[src/rtl/lpcs_pkg.sv]
package lpcs_pkg;

    typedef enum logic [2:0] {
        PS_OPER      = 3'd0,
        PS_IDLE      = 3'd1,
        PS_STBY      = 3'd2,
        PS_IDLE_EXIT = 3'd3,
        PS_SETTLE    = 3'd4
    } pstate_e;

    localparam logic [1:0] CODE_OPER = 2'b00;
    localparam logic [1:0] CODE_IDLE = 2'b01;
    localparam logic [1:0] CODE_STBY = 2'b10;

    function automatic logic [1:0] state_code(input pstate_e s);
        case (s)
            PS_IDLE, PS_IDLE_EXIT: state_code = CODE_IDLE;
            PS_STBY, PS_SETTLE:    state_code = CODE_STBY;
            default:               state_code = CODE_OPER;
        endcase
    endfunction

endpackage

[src/rtl/lpcs_sync.sv]
module lpcs_sync #(
    parameter int WIDTH  = 4,
    parameter int STAGES = 2
) (
    input  logic             clk_i,
    input  logic             rst_ni,
    input  logic [WIDTH-1:0] d_i,
    output logic [WIDTH-1:0] q_o
);
    typedef struct packed {
        logic [STAGES-1:0][WIDTH-1:0] pipe;
    } sync_t;

    sync_t r_d, r_q;

    always_comb begin
        r_d = r_q;
        r_d.pipe[0] = d_i;
        for (int s = 1; s < STAGES; s++) begin
            r_d.pipe[s] = r_q.pipe[s-1];
        end
    end

    always_ff @(posedge clk_i or negedge rst_ni) begin
        if (!rst_ni) r_q <= '0;
        else         r_q <= r_d;
    end

    assign q_o = r_q.pipe[STAGES-1];
endmodule

[src/rtl/lpcs_rtc_edge.sv]
module lpcs_rtc_edge (
    input  logic clk_i,
    input  logic rst_ni,
    input  logic rtc_clk_i,
    output logic rise_o
);
    logic rtc_s;
    logic last_d, last_q;

    lpcs_sync #(.WIDTH(1), .STAGES(2)) u_rtc_sync (
        .clk_i  (clk_i),
        .rst_ni (rst_ni),
        .d_i    (rtc_clk_i),
        .q_o    (rtc_s)
    );

    always_comb begin
        last_d = rtc_s;
    end

    always_ff @(posedge clk_i or negedge rst_ni) begin
        if (!rst_ni) last_q <= 1'b0;
        else         last_q <= last_d;
    end

    assign rise_o = rtc_s & ~last_q;
endmodule

[src/rtl/lpcs_deglitch.sv]
module lpcs_deglitch #(
    parameter int             N_IRQ   = 4,
    parameter logic [N_IRQ-1:0] DG_MASK = '0,
    parameter int             DG_LEN  = 2
) (
    input  logic             clk_i,
    input  logic             rst_ni,
    input  logic             tick_i,
    input  logic [N_IRQ-1:0] sync_i,
    output logic [N_IRQ-1:0] acc_o
);
    localparam int CW = $clog2(DG_LEN + 1);
    localparam logic [CW-1:0] CMAX = CW'(DG_LEN);

    for (genvar i = 0; i < N_IRQ; i++) begin : g_line
        if (DG_MASK[i]) begin : g_filt
            logic [CW-1:0] cnt_d, cnt_q;

            always_comb begin
                cnt_d = cnt_q;
                if (!sync_i[i]) begin
                    cnt_d = '0;
                end else if (tick_i && cnt_q != CMAX) begin
                    cnt_d = cnt_q + 1'b1;
                end
            end

            always_ff @(posedge clk_i or negedge rst_ni) begin
                if (!rst_ni) cnt_q <= '0;
                else         cnt_q <= cnt_d;
            end

            assign acc_o[i] = sync_i[i] && (cnt_q == CMAX);
        end else begin : g_pass
            assign acc_o[i] = sync_i[i];
        end
    end

    logic unused_tick;
    assign unused_tick = (DG_MASK == '0) & tick_i;
endmodule

[src/rtl/lpcs_fsm.sv]
module lpcs_fsm
    import lpcs_pkg::*;
#(
    parameter int SETTLE_W = 8
) (
    input  logic                clk_i,
    input  logic                rst_ni,
    input  logic                pend_i,
    input  logic                wr_idle_i,
    input  logic                wr_stdby_i,
    input  logic                pll_mode_i,
    input  logic                clkensl_i,
    input  logic [SETTLE_W-1:0] settle_cnt_i,
    output logic [1:0]          state_o,
    output logic                cpu_clk_en_o,
    output logic                osc_en_o,
    output logic                pll_en_o,
    output logic                clken_o,
    output logic                run_o
);
    typedef struct packed {
        pstate_e             st;
        logic [SETTLE_W-1:0] cnt;
    } fsm_t;

    fsm_t f_d, f_q;

    always_comb begin
        f_d = f_q;
        case (f_q.st)
            PS_OPER: begin
                if (wr_stdby_i && !pend_i) begin
                    f_d.st = PS_STBY;
                end else if (wr_idle_i) begin
                    f_d.st = PS_IDLE;
                end
            end
            PS_IDLE: begin
                if (pend_i) f_d.st = PS_IDLE_EXIT;
            end
            PS_IDLE_EXIT: begin
                f_d.st = PS_OPER;
            end
            PS_STBY: begin
                if (pend_i) begin
                    f_d.st  = PS_SETTLE;
                    f_d.cnt = settle_cnt_i;
                end
            end
            PS_SETTLE: begin
                if (f_q.cnt == '0) begin
                    f_d.st = PS_OPER;
                end else begin
                    f_d.cnt = f_q.cnt - 1'b1;
                end
            end
            default: f_d.st = PS_OPER;
        endcase
    end

    always_ff @(posedge clk_i or negedge rst_ni) begin
        if (!rst_ni) begin
            f_q.st  <= PS_OPER;
            f_q.cnt <= '0;
        end else begin
            f_q <= f_d;
        end
    end

    logic stopped;
    assign stopped      = (f_q.st == PS_STBY);
    assign state_o      = state_code(f_q.st);
    assign cpu_clk_en_o = (f_q.st == PS_OPER);
    assign osc_en_o     = !stopped;
    assign pll_en_o     = pll_mode_i && !stopped;
    assign clken_o      = !(stopped && !pll_mode_i && !clkensl_i);
    assign run_o        = (f_q.st == PS_OPER) || (f_q.st == PS_IDLE) ||
                          (f_q.st == PS_IDLE_EXIT);
endmodule

[src/rtl/lp_clk_state_ctrl.sv]
module lp_clk_state_ctrl #(
    parameter int               N_IRQ    = 4,
    parameter logic [N_IRQ-1:0] DG_MASK  = 4'b1000,
    parameter int               DG_LEN   = 2,
    parameter int               SYNC_LEN = 2,
    parameter int               SETTLE_W = 8
) (
    input  logic                clk_i,
    input  logic                rst_ni,
    input  logic                rtc_clk_i,
    input  logic [N_IRQ-1:0]    irq_i,
    input  logic [N_IRQ-1:0]    irq_en_i,
    input  logic                wr_idle_i,
    input  logic                wr_stdby_i,
    input  logic                pll_mode_i,
    input  logic                clkensl_i,
    input  logic [SETTLE_W-1:0] settle_cnt_i,
    output logic [N_IRQ-1:0]    irq_acc_o,
    output logic [1:0]          state_o,
    output logic                cpu_clk_en_o,
    output logic                osc_en_o,
    output logic                pll_en_o,
    output logic                clken_o,
    output logic                run_o
);
    logic [N_IRQ-1:0] irq_s;
    logic             rtc_rise;
    logic             pend;

    lpcs_sync #(.WIDTH(N_IRQ), .STAGES(SYNC_LEN)) u_irq_sync (
        .clk_i  (clk_i),
        .rst_ni (rst_ni),
        .d_i    (irq_i),
        .q_o    (irq_s)
    );

    lpcs_rtc_edge u_rtc_edge (
        .clk_i     (clk_i),
        .rst_ni    (rst_ni),
        .rtc_clk_i (rtc_clk_i),
        .rise_o    (rtc_rise)
    );

    lpcs_deglitch #(.N_IRQ(N_IRQ), .DG_MASK(DG_MASK), .DG_LEN(DG_LEN)) u_dg (
        .clk_i  (clk_i),
        .rst_ni (rst_ni),
        .tick_i (rtc_rise),
        .sync_i (irq_s),
        .acc_o  (irq_acc_o)
    );

    assign pend = |(irq_acc_o & irq_en_i);

    lpcs_fsm #(.SETTLE_W(SETTLE_W)) u_fsm (
        .clk_i        (clk_i),
        .rst_ni       (rst_ni),
        .pend_i       (pend),
        .wr_idle_i    (wr_idle_i),
        .wr_stdby_i   (wr_stdby_i),
        .pll_mode_i   (pll_mode_i),
        .clkensl_i    (clkensl_i),
        .settle_cnt_i (settle_cnt_i),
        .state_o      (state_o),
        .cpu_clk_en_o (cpu_clk_en_o),
        .osc_en_o     (osc_en_o),
        .pll_en_o     (pll_en_o),
        .clken_o      (clken_o),
        .run_o        (run_o)
    );
endmodule

[config.mk]
export PLATFORM = sky130hd
export DESIGN_NAME = lp_clk_state_ctrl
export DESIGN_NICKNAME = d
export VERILOG_FILES = /design/src/rtl/lpcs_pkg.sv /design/src/rtl/lpcs_sync.sv /design/src/rtl/lpcs_rtc_edge.sv /design/src/rtl/lpcs_deglitch.sv /design/src/rtl/lpcs_fsm.sv /design/src/rtl/lp_clk_state_ctrl.sv
export SDC_FILE = /design/constraint.sdc
export NUM_CORES = 1
export LEC_CHECK = 0
export BUFFER_PORTS_ARGS = -buffer_cell sky130_fd_sc_hd__buf_2
export CAP_MARGIN = 20
export CORE_ASPECT_RATIO = 1.25
export CORE_UTILIZATION = 45
export CTS_BUF_LIST = sky130_fd_sc_hd__clkbuf_4 sky130_fd_sc_hd__clkbuf_8
export CTS_CLUSTER_DIAMETER = 50
export CTS_CLUSTER_SIZE = 24
export DETAILED_ROUTE_END_ITERATION = 6
export GPL_ROUTABILITY_DRIVEN = 0
export PLACE_DENSITY = 0.7
export SYNTH_ARGS = -nofsm -noshare
export SYNTH_HDL_FRONTEND = slang
export SYNTH_SLANG_ARGS = --single-unit
[constraint.sdc]
create_clock -name clk_i -period 3.1 [get_ports clk_i]
set_input_delay 0.155 -clock clk_i [delete_from_list [all_inputs] [get_ports clk_i]]
set_output_delay 0.155 -clock clk_i [all_outputs]
set_load 0.02 [all_outputs]
* Yosys cells after proc, flatten, opt, wreduce, memory -nomap -nowiden *
Index checks and enable logic that the tools add are counted.

operators by class
  add/sub/neg operators = 2
  equality and inequality tests = 12
  multiplexer cells = 11
  bitwise operators = 3
  reduce and logical (&&, ||, !) cells = 21

operators with widths
  cell                   number
  $pmux W8 S2            1
  $mux W3                4
  $pmux W3 S4            1
  $mux W11               1
  $logic_not A8 Y1       1
  $mux W8                1
  $ne A2 B1 Y1 const B   4
  $sub A8 B1 Y8 const B  1
  $eq A3 B2 Y1 const B   2
  $logic_and A1 B1 Y1    6
  $logic_not A1 Y1       5
  $and A4 B4 Y4          1
  $mux W2                2
  $ne A2 B2 Y1 const B   2
  $pmux W2 S2            1
  $reduce_and A4 Y1      1
  $reduce_or A2 Y1       2
  $reduce_or A4 Y1       1
  $eq A3 B1 Y1 const B   1
  $eq A3 B3 Y1 const B   1
  $logic_not A3 Y1       1
  $ne A3 B2 Y1 const B   1
  $reduce_and A3 Y1      1
  $add A2 B1 Y2 const B  1
  5 further kinds        6

storage, ports and cells
  bits in registers = 24
  input port bits = 23
  output and inout port bits = 11
  word-level logic and storage cells = 57

* Depth between registers and ports, before layout *
  depth after elaboration = 8
  mapped depth = 6
  gate-level depth less buffers = 6

* Cells and area by module *
A second synthesis with hierarchy kept.

second synthesis, totals
  cell total of the unflattened synthesis = 110
  area total of the unflattened synthesis = 1,203.7 um2

modules (own cells, without submodules)
  module                             instances  cells an instance  area each (um2)  sequential area each (um2)
  lpcs_fsm                           1          81                 752.0            275.3
  lpcs_sync (u_irq_sync)             1          8                  200.2            200.2
  lpcs_deglitch                      1          14                 143.9            50.0
  lpcs_sync (u_rtc_edge.u_rtc_sync)  1          2                  50.0             50.0
  lpcs_rtc_edge                      1          2                  38.8             25.0
  lp_clk_state_ctrl                  1          3                  18.8             0.0

* Least setup slack after synthesis *
Ideal clock, no wire load.

  kind = register -> register
  from = register u_fsm.f_q[0] in the netlist's numbering
  to = register u_fsm.f_q[5] in the netlist's numbering
  library setup time = 130 ps
  arrival time = 1,551 ps
  data required time = 2,970 ps
  path slack = 1,420 ps
  cell stages (with the launch flop) = 7
  buffers on the path = 0
  clock period less this slack = 1,680 ps
  cells stage by stage = dfrtp_1 -> inv_1 -> ha_1 -> nor4b_1 -> a21oi_4 -> a32oi_1 -> o22ai_1

on the way
  word-level cells in the longest chain between the ends = 3
  elaborated cells on any way between the ends = 6
  those cells by class = 1 x add/sub; 1 x eq/ne; 2 x mux; 2 x reduce/logical

RTL lines
  item                                               RTL line                        source
  start: declaration                                 lpcs_fsm.sv:26                  fsm_t f_d, f_q;
  $sub A8 B1 Y8 or $logic_not A8 Y1 (tied branches)  lpcs_fsm.sv:54, lpcs_fsm.sv:51
  $mux W8 or $ne A2 B2 Y1 (tied branches)            --
  $pmux W8 S2 or $reduce_and A3 Y1 (tied branches)   --

Several ways; a longest one is shown, not always the timed one. The select of a mux whose other input is x is not followed.
A chain may end at the register's enable or synchronous reset.

* Final worst setup path *
Ends and elaborated chain as after synthesis.

==> reports/qor.csv <==
stage;metric;value;unit
clock_network;clockBufferDepth;2;
drt;route.vias.total;1022;
finish;layout_commonest_cell;buf_2;
synth;synthesis.area;1220;µm²
placement;place_area;1380;µm²
timing;setup_tns;0;ns
grt;grt_pass1_wl;4.19;mm
placement;port_buffers;33;
synth;ys_warn_count;0;
clock_network;cts_root_buf;clkbuf_4;
synth;synth_fa_ha_area_share;3.09;%
clock_network;clk_pin_slew;0.13;ns
timing;fin_crit;1.96;ns
finish;layout_common_cells;buf_2 (33), dfrtp_1 (24), inv_1 (9), a21oi_1 (8);
drt;drtPass1Iterations;4;
synth;synth-seq-cells;24;
grt;grt_overflow;0;
floorplanning;start_util;48.6;%
drt;wl;2.50;mm
clock_network;htree_levels;1;
floorplanning;ios;34;
drt;ant_nets;0;
critical_path;cp.required;3.31;ns
timing;hold_viol;0;
power;cellLeakagePower;0.000682;µW
floorplanning;die_w;48.5;µm
floorplanning;die_y;60.1;µm
drt;drc_errors;0;
synth;seq_area_frac_synth;49.4;%
timing;slew_viol_final;0;
timing;fmax;511;MHz
finish;antennaDiodeCount;0;
clock_network;cts_buffers;3;
floorplanning;dieArea;2920;µm²
finish;area_growth;23.0;%
power;ir_drop;0.482;mV
drt;drt_iter0_drc;36;
finish;final_cell_area;1500;µm²
critical_path;crit_arrival;2.17;ns
synth;synth_compound_area_share;21.4;%
grt;grt_util_all_layers;19.2;%
placement;dp_slack;1.16;ns
clock_network;post_cts_buffers;0;
worst_hold_path;hold_class;in2reg;
synth;synthArstFlopShare;100;%
synth;syn_inst;115;
clock_network;cts_sinks;24;
grt;grt_max_degree;25;
drt;route.detailed.wl_per_inst;13.4;µm
synth;syn_area_per_cell;10.6;µm²
synth;synth-xor-area-share;0.720;%
placement;dp_cells;176;
finish;instances_no_fill;186;
placement;dp_hpwl;1.80;mm
status;outcome;finished clean;
finish;drive_gt1_share;30.7;%
timing;rsz0062_at_grt;no;
clock_network;cts_tree;built;
floorplanning;core_area;2500;µm²
critical_path;cp-start-kind;register;
finish;nNetsFinal;180;
critical_path;crit_type;reg2reg;
synth;synth_mux_area_share;0;%
grt;grt_pass1_vias;962;
synth;synth_fp_nets;141;
power;p_per_area;827;nW/µm²
timing;finalCritPeriodShare;63.1;%
synth;synth_top_family_by_area;compound AO/OA/AOI/OAI gates;
synth;synth_simple_gate_area_share;19.1;%
timing;setup_slack;1.14;ns
synth;synth_edf_count;0;
synth;synthDistinctLibCells;40;
timing;finClkSkew;0.00804;ns
critical_path;cp-end-kind;register;
critical_path;path_max_fanout;5;
synth;synth_ff_type;dfrtp_1;
floorplanning;placementRows;20;
drt;viasPerCell;5.49;
run;cap_violations;0;
clock_network;clkLatencyLatePin;0.31;ns
timing;max_slew_margin;53.8;%
timing;setup_viol;0;
timing;worst_slew_pin_slew;0.683;ns
grt;antenna_found_initial;0;
## registers in the layout, indices dropped and copies added, names as in the netlist
name                       count
u_dg.g_line.g_filt.cnt_q       2
u_fsm.f_q                     11
u_irq_sync.q_o                 4
u_irq_sync.r_d                 4
u_rtc_edge.last_q              1
u_rtc_edge.u_rtc_sync.q_o      1
u_rtc_edge.u_rtc_sync.r_d      1
## per-stage QoR
stage / power (µW) / hold WS (ns) / util (%)
after detailed placement: 1010 / 0.164 / 55.3
after CTS: 1240 / 0.0952 / 59.8
after global routing: 1320 / 0.106 / 59.8
after global placement: 991 / 0.159 / 55.3
final: 1240 / 0.0982 / 59.8
after floorplan: 870 / -0.141 / -
## synth_stat cells (2+ instances only)
cell | count | share of area (%)
a32oi_1 | 3 | 2.2
nor2_1 | 7 | 2.2
inv_1 | 9 | 2.8
and2_1 | 4 | 2.1
a21oi_1 | 8 | 3.3
o2bb2ai_1 | 2 | 1.4
o31ai_1 | 3 | 1.9
buf_4 | 3 | 1.9
dfrtp_1 | 24 | 49
or3_1 | 2 | 1.0
nor3_1 | 7 | 2.9
o2111ai_1 | 2 | 1.4
or4b_1 | 2 | 1.6
nand2_1 | 2 | 0.62
ha_1 | 3 | 3.1
a2bb2oi_1 | 2 | 1.4
nand3_1 | 4 | 1.6
o21ai_1 | 3 | 1.2
o21ai_0 | 3 | 1.2
nor3b_2 | 2 | 2.1
## worst max-delay path: stages, from the launching register on
cell and delay, ns:
dfrtp_1 0.43, inv_1 0.12, ha_1 0.20, nor4b_1 0.58
a21oi_4 0.17, a32oi_1 0.25, o22ai_1 0.10
## logic make-up (layout without fill, tap and decap cells)
group	Yosys count	after routing
simple gates	37	37
compound gates	35	35
flops	24	24
buf+inv	15	53
fa+ha+maj	3	3
xor+xnor	1	1
## timing repair
action                                  CTS  global route
hold buffers                              6             0
hold endpoints to repair                 29             0
endpoints found under the setup margin    0             0
gates resized for setup                   0             0
## power by group
part / leakage (µW) / total, µW / internal, µW / switching (µW)
registers: 0.000290 / 484 / 390 / 94.6
clock network: 0.0000279 / 223 / 131 / 92.3
logic: 0.000364 / 530 / 207 / 323
## final cells by class
| type | instances | area (µm²) |
|---|---|---|
| clock buffer | 3 | 22.5 |
| clock inverter | 1 | 30.0 |
| fill | 216 | 1010 |
| inverter | 10 | 37.5 |
| multi-input combinational | 76 | 539 |
| sequential | 24 | 601 |
| tap | 33 | 41.3 |
| timing repair buffer | 39 | 225 |
## routing by layer
| metal | vias up | global-route usage, % | share of wire, % |
|---|---|---|---|
| met5 | - | 0 | 0 |
| met1 | 485 | 24.5 | 46 |
| li1 | 493 | - | - |
| met4 | 0 | 10.1 | 1.8 |
| met3 | 5 | 3.56 | 5.3 |
| met2 | 39 | 31.6 | 47 |
## path summary, 6_finish.rpt
| kind | startpoint | to | slack [ns] | cells past startpoint |
|---|---|---|---|---|
| min in group asynchronous | rst_ni | u_fsm.f_q[10] | 0.34 | 2 |
| max in group asynchronous | rst_ni | u_rtc_edge.last_q | 2.40 | 2 |
| max reg2reg | u_fsm.f_q[0] | u_fsm.f_q[5] | 1.14 | 6 |
| max | u_fsm.f_q[0] | u_fsm.f_q[5] | 1.14 | 6 |
| min reg2reg | u_irq_sync.r_d[5] | u_irq_sync.q_o[1] | 0.36 | 0 |
| min | settle_cnt_i[4] | u_fsm.f_q[4] | 0.1 | 3 |
Power figures use the tool's default switching activity.
